[src/rtl/eebr_pkg.sv]
package eebr_pkg;
    localparam int CFG_OFF_W = 8;
    localparam int CFG_DW    = 32;
    localparam int CFG_SZ_W  = 3;
    localparam logic [CFG_OFF_W-1:0] EE_CLK_OFF  = 8'h80;
    localparam logic [CFG_OFF_W-1:0] EE_SEL_OFF  = 8'hC0;
    localparam logic [CFG_OFF_W-1:0] EE_GATE_OFF = 8'h00;
    localparam int SK_BIT = 7;
    localparam int DI_BIT = 6;

    localparam int EE_WORDS = 64;
    localparam int EE_DW    = 16;
    localparam int EE_AW    = $clog2(EE_WORDS);
    localparam int EE_OP_W  = 2;
    localparam int EE_CMD_W = EE_OP_W + EE_AW;
    localparam logic [EE_OP_W-1:0] EE_OP_READ = 2'b10;
    localparam logic [EE_DW-1:0]   EE_SUM_TARGET = 16'h1234;

    typedef struct packed {
        logic cs;
        logic sk;
        logic di;
    } ee_pins_t;

    typedef enum logic [1:0] {
        EE_WAIT  = 2'd0,
        EE_CMD   = 2'd1,
        EE_SHIFT = 2'd2,
        EE_HOLD  = 2'd3
    } ee_state_e;

    function automatic logic [7:0] img_byte(int i);
        if (i < 32) return (i % 2 == 0) ? 8'h57 : 8'h00;
        case (i)
            64:      return 8'h07;
            65:      return 8'h0F;
            67:      return 8'h04;
            68:      return 8'h07;
            default: return 8'h00;
        endcase
    endfunction

    function automatic logic [EE_DW-1:0] img_plain(int w);
        return {img_byte(2 * w + 1), img_byte(2 * w)};
    endfunction

    function automatic logic [EE_DW-1:0] img_sum();
        logic [EE_DW-1:0] s;
        s = '0;
        for (int w = 0; w < EE_WORDS - 1; w++) s = s + img_plain(w);
        return s;
    endfunction

    localparam logic [EE_DW-1:0] EE_CHECK_WORD = EE_SUM_TARGET - img_sum();

    function automatic logic [EE_DW-1:0] img_word(logic [EE_AW-1:0] a);
        if (int'(a) == EE_WORDS - 1) return EE_CHECK_WORD;
        return img_plain(int'(a));
    endfunction
endpackage

[src/rtl/eebr_pins.sv]
module eebr_pins
    import eebr_pkg::*;
(
    input  logic     clk,
    input  logic     rst,
    input  logic     drive,
    input  logic     release_all,
    input  logic     sk_in,
    input  logic     di_in,
    output ee_pins_t pins
);
    always_ff @(posedge clk) begin
        if (rst || release_all) begin
            pins <= '{cs: 1'b0, sk: 1'b0, di: 1'b0};
        end else if (drive) begin
            pins <= '{cs: 1'b1, sk: sk_in, di: di_in};
        end
    end
endmodule

[src/rtl/eebr_eeprom.sv]
module eebr_eeprom
    import eebr_pkg::*;
(
    input  logic     clk,
    input  logic     rst,
    input  ee_pins_t pins,
    output logic     dout
);
    localparam int CNT_W = $clog2(EE_CMD_W);

    ee_state_e            st;
    logic                 sk_q;
    logic [CNT_W-1:0]     cnt;
    logic [EE_CMD_W-1:0]  cmd;
    logic [EE_CMD_W-1:0]  cmd_next;
    logic [EE_DW:0]       out_sr;
    logic                 rise;

    assign rise     = pins.cs && pins.sk && !sk_q;
    assign cmd_next = {cmd[EE_CMD_W-2:0], pins.di};
    assign dout     = (st == EE_SHIFT) ? out_sr[EE_DW] : 1'b1;

    always_ff @(posedge clk) begin
        if (rst) begin
            st     <= EE_WAIT;
            sk_q   <= 1'b0;
            cnt    <= '0;
            cmd    <= '0;
            out_sr <= '0;
        end else begin
            sk_q <= pins.sk;
            if (!pins.cs) begin
                st  <= EE_WAIT;
                cnt <= '0;
            end else if (rise) begin
                case (st)
                    EE_WAIT: begin
                        if (pins.di) begin
                            st  <= EE_CMD;
                            cnt <= '0;
                        end
                    end
                    EE_CMD: begin
                        cmd <= cmd_next;
                        if (cnt == CNT_W'(EE_CMD_W - 1)) begin
                            if (cmd_next[EE_CMD_W-1 -: EE_OP_W] == EE_OP_READ) begin
                                out_sr <= {1'b0, img_word(cmd_next[EE_AW-1:0])};
                                st     <= EE_SHIFT;
                            end else begin
                                st <= EE_HOLD;
                            end
                        end else begin
                            cnt <= cnt + 1'b1;
                        end
                    end
                    EE_SHIFT: out_sr <= {out_sr[EE_DW-1:0], 1'b0};
                    default:  st <= EE_HOLD;
                endcase
            end
        end
    end
endmodule

[src/rtl/eebr_cfg_route.sv]
module eebr_cfg_route
    import eebr_pkg::*;
(
    input  logic                 cfg_wr,
    input  logic                 cfg_rd,
    input  logic [CFG_OFF_W-1:0] cfg_off,
    input  logic [CFG_SZ_W-1:0]  cfg_size,
    input  logic [CFG_DW-1:0]    cfg_wdata,
    output logic [CFG_DW-1:0]    cfg_rdata,
    input  logic                 ee_do,
    output logic                 pin_drive,
    output logic                 pin_release,
    output logic                 dflt_wr,
    output logic                 dflt_rd,
    output logic [CFG_OFF_W-1:0] dflt_off,
    output logic [CFG_SZ_W-1:0]  dflt_size,
    output logic [CFG_DW-1:0]    dflt_wdata,
    input  logic [CFG_DW-1:0]    dflt_rdata
);
    logic gate_hit;

    assign pin_drive   = cfg_wr && (cfg_off == EE_CLK_OFF);
    assign pin_release = cfg_wr && (cfg_off == EE_SEL_OFF);
    assign dflt_wr     = cfg_wr && !pin_drive && !pin_release;
    assign dflt_rd     = cfg_rd;
    assign dflt_off    = cfg_off;
    assign dflt_size   = cfg_size;
    assign dflt_wdata  = cfg_wdata;

    assign gate_hit = (cfg_off == EE_GATE_OFF) && (cfg_size == CFG_SZ_W'(1)) && !ee_do;

    always_comb begin
        cfg_rdata = dflt_rdata;
        if (gate_hit) cfg_rdata[7:0] = 8'h00;
    end
endmodule

[src/rtl/cfg_eeprom_bridge.sv]
module cfg_eeprom_bridge
    import eebr_pkg::*;
(
    input  logic                 clk,
    input  logic                 rst,
    input  logic                 cfg_wr,
    input  logic                 cfg_rd,
    input  logic [CFG_OFF_W-1:0] cfg_off,
    input  logic [CFG_SZ_W-1:0]  cfg_size,
    input  logic [CFG_DW-1:0]    cfg_wdata,
    output logic [CFG_DW-1:0]    cfg_rdata,
    output logic                 dflt_wr,
    output logic                 dflt_rd,
    output logic [CFG_OFF_W-1:0] dflt_off,
    output logic [CFG_SZ_W-1:0]  dflt_size,
    output logic [CFG_DW-1:0]    dflt_wdata,
    input  logic [CFG_DW-1:0]    dflt_rdata
);
    ee_pins_t pins;
    logic     ee_do;
    logic     pin_drive;
    logic     pin_release;

    eebr_cfg_route u_route (
        .cfg_wr      (cfg_wr),
        .cfg_rd      (cfg_rd),
        .cfg_off     (cfg_off),
        .cfg_size    (cfg_size),
        .cfg_wdata   (cfg_wdata),
        .cfg_rdata   (cfg_rdata),
        .ee_do       (ee_do),
        .pin_drive   (pin_drive),
        .pin_release (pin_release),
        .dflt_wr     (dflt_wr),
        .dflt_rd     (dflt_rd),
        .dflt_off    (dflt_off),
        .dflt_size   (dflt_size),
        .dflt_wdata  (dflt_wdata),
        .dflt_rdata  (dflt_rdata)
    );

    eebr_pins u_pins (
        .clk         (clk),
        .rst         (rst),
        .drive       (pin_drive),
        .release_all (pin_release),
        .sk_in       (cfg_wdata[SK_BIT]),
        .di_in       (cfg_wdata[DI_BIT]),
        .pins        (pins)
    );

    eebr_eeprom u_ee (
        .clk  (clk),
        .rst  (rst),
        .pins (pins),
        .dout (ee_do)
    );
endmodule

[config.mk]
export PLATFORM = sky130hd
export DESIGN_NAME = cfg_eeprom_bridge
export DESIGN_NICKNAME = d
export VERILOG_FILES = /design/src/rtl/eebr_pkg.sv /design/src/rtl/eebr_pins.sv /design/src/rtl/eebr_eeprom.sv /design/src/rtl/eebr_cfg_route.sv /design/src/rtl/cfg_eeprom_bridge.sv
export SDC_FILE = /design/constraint.sdc
export NUM_CORES = 1
export LEC_CHECK = 0
export CAP_MARGIN = 10
export CORE_MARGIN = 2
export CORE_UTILIZATION = 40
export CTS_BUF_LIST = sky130_fd_sc_hd__clkbuf_8
export DETAILED_ROUTE_END_ITERATION = 10
export DONT_BUFFER_PORTS = 1
export PLACE_DENSITY = 0.65
export REMOVE_ABC_BUFFERS = 1
export SLEW_MARGIN = 20
export SYNTH_ARGS = -nofsm -noshare
export SYNTH_HDL_FRONTEND = slang
export SYNTH_SLANG_ARGS = --single-unit
export TNS_END_PERCENT = 30
[constraint.sdc]
create_clock -name clk -period 4.6 [get_ports clk]
set_input_delay 0.46 -clock clk [delete_from_list [all_inputs] [get_ports clk]]
set_output_delay 0.46 -clock clk [all_outputs]
set_load 0.005 [all_outputs]
; ---- After elaboration in Yosys (flattened, before gate mapping)
; Cells that the tools add are included.
[word_totals]
mem_bits_rw = 0
romBits = 0
out_inout_bits = 77
inputBits = 79
latchBits = 0
regBits = 33
n_memories = 0
[classes]
order_cmp = 2
reduce_logical = 25
shifts = 0
n_eq_ne = 18
muxes = 44
addsub = 2
div = 0
n_bitwise = 3
multipliers = 0
[op_table]
columns = cell, count
row1 = $eq A32 B7 Y1 const B, 4
row2 = $mux W8, 5
row3 = $mux W17, 2
row4 = $pmux W17 S2, 1
row5 = $logic_not A32 Y1, 1
row6 = $lt A32 B7 Y1 const B, 1
row7 = $mux W16, 2
row8 = $mux W1, 25
row9 = $eq A8 B8 Y1 const B, 2
row10 = $eq A6 B6 Y1 const B, 2
row11 = $pmux W4 S3, 1
row12 = $mux W3, 3
row13 = $add A7 B1 Y8 const B, 1
row14 = $logic_and A1 B1 Y1, 8
row15 = $logic_not A8 Y1, 1
row16 = $reduce_and A4 Y1, 2
row17 = $lt A7 B6 Y1 const B, 1
row18 = $mux W7, 1
row19 = $eq A6 B1 Y1 const B, 1
row20 = $pmux W2 S3, 1
row21 = $pmux W3 S2, 1
row22 = $reduce_or A2 Y1, 3
row23 = $reduce_and A5 Y1, 1
row24 = $eq A2 B2 Y1 const B, 2
row25 = 14 further kinds, 22

; ---- Depth between registers and ports, before layout
[logic_depth]
depth_word = 20
depth_mapped = 7
depth_no_buf = 5

; ---- Modules after synthesis
; A second synthesis with hierarchy kept.
[unflattened]
cells_unflattened = 260
area_unflattened_um2 = 2133.3
[modules_own_cells]
columns = mod, seq_area_each_um2, cells_each, area_each_um2, instances
row1 = eebr_eeprom, 600.6, 155, 1336.3, 1
row2 = eebr_cfg_route, 0.0, 96, 698.2, 1
row3 = eebr_pins, 60.1, 9, 98.8, 1

; ---- Least setup slack after synthesis
; Ideal clock, no wire load.
[synth_timing]
kind = input port to output port
startpoint = input cfg_off[1]
endpoint = output cfg_rdata[0]
n_path_buf = 0
required_time_ns = 4.140
stages = 3
arrival_time_ns = 1.219
path_slack_ns = 2.921
path_cell_list = nor4_4 nand4_2 and2_1
[synth_via]
elab_chain_cells = 4
[synth_lines]
columns = element, line
row1 = start: declaration, cfg_eeprom_bridge.sv:8  ; input logic [CFG_OFF_W-1:0] cfg_off,
row2 = $logic_not A8 Y1, eebr_cfg_route.sv:30  ; assign gate_hit = (cfg_off == EE_GATE_OFF) && (cfg_size == CFG_SZ_W'(1)) && !ee_do;
row3 = $logic_and A1 B1 Y1 (2 in a row), eebr_cfg_route.sv:30
row4 = $mux W8, eebr_cfg_route.sv:34  ; if (gate_hit) cfg_rdata[7:0] = 8'h00;
row5 = end: declaration, cfg_eeprom_bridge.sv:11  ; output logic [CFG_DW-1:0] cfg_rdata,
; Every way passes these cells.

; ---- Worst setup path in the final report
[layout_timing]
startpoint = register u_ee.st[0]
endpoint = output cfg_rdata[3]
[layout_via]
elab_chain_cells = 5
[layout_lines]
columns = element, line
row1 = start: declaration, eebr_eeprom.sv:11  ; ee_state_e st;
row2 = start signal: assignment, eebr_eeprom.sv:25  ; st <= EE_WAIT;
row3 = start signal: assignment, eebr_eeprom.sv:33  ; st <= EE_WAIT;
row4 = start signal: assignment, eebr_eeprom.sv:39  ; st <= EE_CMD;
row5 = $eq A2 B2 Y1, eebr_eeprom.sv:21  ; assign dout = (st == EE_SHIFT) ? out_sr[EE_DW] : 1'b1;
row6 = $mux W1, eebr_eeprom.sv:21
row7 = $logic_not A1 Y1, eebr_cfg_route.sv:30
row8 = $logic_and A1 B1 Y1, eebr_cfg_route.sv:30
row9 = $mux W8, eebr_cfg_route.sv:34
; Every way passes these cells.

==> results_dict.tcl <==
set metrics [dict create \
    finClkSkew_ns 0.004985 \
    async_flop_share_pct 0 \
    status "finished clean" \
    n_antenna_cell 0 \
    cts_hold_buf 0 \
    die_h_um 80.42 \
    path_class "flip-flop to primary output" \
    grt_setup_unrepaired "false" \
    synth.most_common_cell "buf_4" \
    worstSetupStartpointType "flip-flop" \
    synth_common_cells "buf_4 (69), dfxtp_1 (33), nand2_1 (23)" \
    dr.pass1.iters 4 \
    synth_warnings 0 \
    synth_area_mm2 0.002336 \
    drv_cap 0 \
    cts.repair.resized 0 \
    synth_cells 264 \
    routed_wl_mm 7.621 \
    ys_ff_latch 33 \
    worst_ep_arrival_time_ns 2.22 \
    num_vias 1604 \
    finalSetupTns_ns 0 \
    dp_hpwl_mm 6.375 \
    nets 278 \
    fmax_mhz 373.5 \
    synthTopCellsByArea "dfxtp_1 (28%), buf_4 (22%), mux2i_1 (5.1%)" \
    grt_antenna_before_repair 0 \
    end_kind "primary output" \
    synth_seq_area_share_pct 28.28 \
    yosysTopAreaCellShare_pct 28.28 \
    hold_viol 0 \
    coreArea_mm2 0.005574 \
    final.period_utilization_pct 58.21 \
    pwr_density_cell_mw_per_mm2 267.6 \
    drive_above_1_share_pct 9.326 \
    drv_slew 0 \
    clock_sinks 33 \
    clk_pin_slew_ns 0.07 \
    synth-edff-count 0 \
    timing.critical_path.required_ns 4.14 \
    p_leak_nw 0.6979 \
    drc 0 \
    ant_nets 0 \
    tightest_slew_ns 0.8794 \
    min_period_ns 2.678 \
    start_util_pct 41.91 \
    place_congestion 0.8356 \
    cts_setup_buffers 0 \
    clk_latency_ns 0.29 \
    setup_viol 0 \
    grt_pass1_wl_mm 10.84 \
    die-area_mm2 0.006467 \
    io-pin-count 156 \
    postLayoutCoreUtil_pct 34.88 \
    cts_made_buffers 5 \
    ys_dominant_reg_cell "dfxtp_1" \
    grt_pass1_vias 1550 \
    min_path_type "input port to flip-flop" \
    cts_root_buffer "clkbuf_8" \
    grtUsageTotal_pct 24.24 \
    relSlewSlack_pct 41.38 \
    cts_tree "yes" \
    vias_per_cell 6.053 \
    synth_area_leader_cell "dfxtp_1" \
    yosysUniqueCellTypes 49 \
    rows 27 \
    io_buffers 0 \
    peakVddDrop_mv 0.1466 \
    grt_max_degree 24 \
    ctsLongestPathBuffers 2 \
    die_x_um 80.42 \
    path_max_fanout 23 \
    syn_to_final_growth_pct -16.77 \
    wl_per_cell_um 28.76 \
    avgSynthCellArea_um2 8.848 \
    grt-ovfl-total 0 \
    htreeDepth 2 \
    drtIter0Drc 75 \
]
flip-flops by register name (all words and copies together) (netlist names):
name,count
u_ee.cnt,3
u_ee.out_sr,17
u_ee.cmd,7
u_ee.st,2
u_pins.pins,3
u_ee.sk_q,1
power breakdown:
| group | leakage, nW | switching [mW] | internal [mW] |
|---|---|---|---|
| clock | 0.0485 | 0.107 | 0.117 |
| combinational | 0.384 | 0.00613 | 0.00467 |
| sequential | 0.266 | 0.000103 | 0.286 |
| total | 0.698 | 0.113 | 0.407 |
final timing paths:
kind | end | depth (start not counted) | slack [ns] | startpoint
hold / removal | u_ee.sk_q$_SDFF_PP0_ | 1 | 0.23 | rst
setup reg to reg | u_ee.out_sr[12]$_SDFFE_PP0P_ | 5 | 2.59 | u_ee.st[0]$_SDFFE_PP0P_
setup / recovery | cfg_rdata[3] | 5 | 1.92 | u_ee.st[0]$_SDFFE_PP0P_
hold reg to reg | u_ee.out_sr[4]$_SDFFE_PP0P_ | 2 | 0.45 | u_ee.out_sr[4]$_SDFFE_PP0P_
critical path, cell delays in order (launching register included):
cell and delay, ns:
dfxtp_1 0.33, inv_1 0.11, ha_1 0.75, nor3b_1 0.31, nand4_2 0.19, and2_1 0.23
kinds of logic (layout without fill, tap and decap cells):
| group | count (synthesis) | after routing | synth area share, % |
|---|---|---|---|
| adder cells (fa/ha/maj) | 6 | 6 | 3.214 |
| AO/OA/AOI/OAI | 41 | 41 | 13.93 |
| AND/OR/NAND/NOR | 82 | 82 | 22.55 |
| multiplexers | 14 | 14 | 6.106 |
| buffers and inverters | 88 | 17 | 25.92 |
| flip-flops | 33 | 33 | 28.28 |
layout make-up:
class                           count  area [µm²]
Fill cell                         571        3630
Multi-Input combinational cell    143        1070
Sequential cell                    33       660.6
Tap cell                           72       90.09
Clock buffer                        6       82.58
Inverter                           10       37.54
Clock inverter                      1       3.754
per-stage QoR:
step	hold slack, ns	worst slack, ns	power, mW	std cells	instance area [µm²]
2_1_floorplan	0.4207	2.547	0.3013	186	1768
3_3_place_gp	0.4317	2.281	0.3030	258	1858
3_5_place_dp	0.4409	2.235	0.3030	258	1858
4_1_cts	0.2302	1.911	0.5214	265	1944
5_1_grt	0.2193	1.735	0.5362	265	1944
6_report	0.2318	1.922	0.5202	265	1944
layout by cell type (no fill, tap or decap), drive strengths merged, types with 3 or more instances in the layout:
master / instances
o21ai: 3
nand2b: 6
o211ai: 3
and2: 10
a221oi: 5
inv: 10
nor4b: 3
mux2i: 12
a32oi: 7
clkbuf: 6
a21oi: 7
nand3: 4
a22oi: 3
nor3: 3
nand2: 23
nor2b: 7
ha: 6
nand4b: 4
dfxtp: 33
nor2: 9
routing by layer:
metal / vias to the layer above / wire (µm) / global-route usage [%]
met5: - / 73 / 9.091
met4: 2 / 235 / 9.661
met3: 17 / 2071 / 28.09
met1: 708 / 2082 / 19.41
li1: 713 / - / -
met2: 164 / 3159 / 35.83
Power figures use the tool's default switching activity.
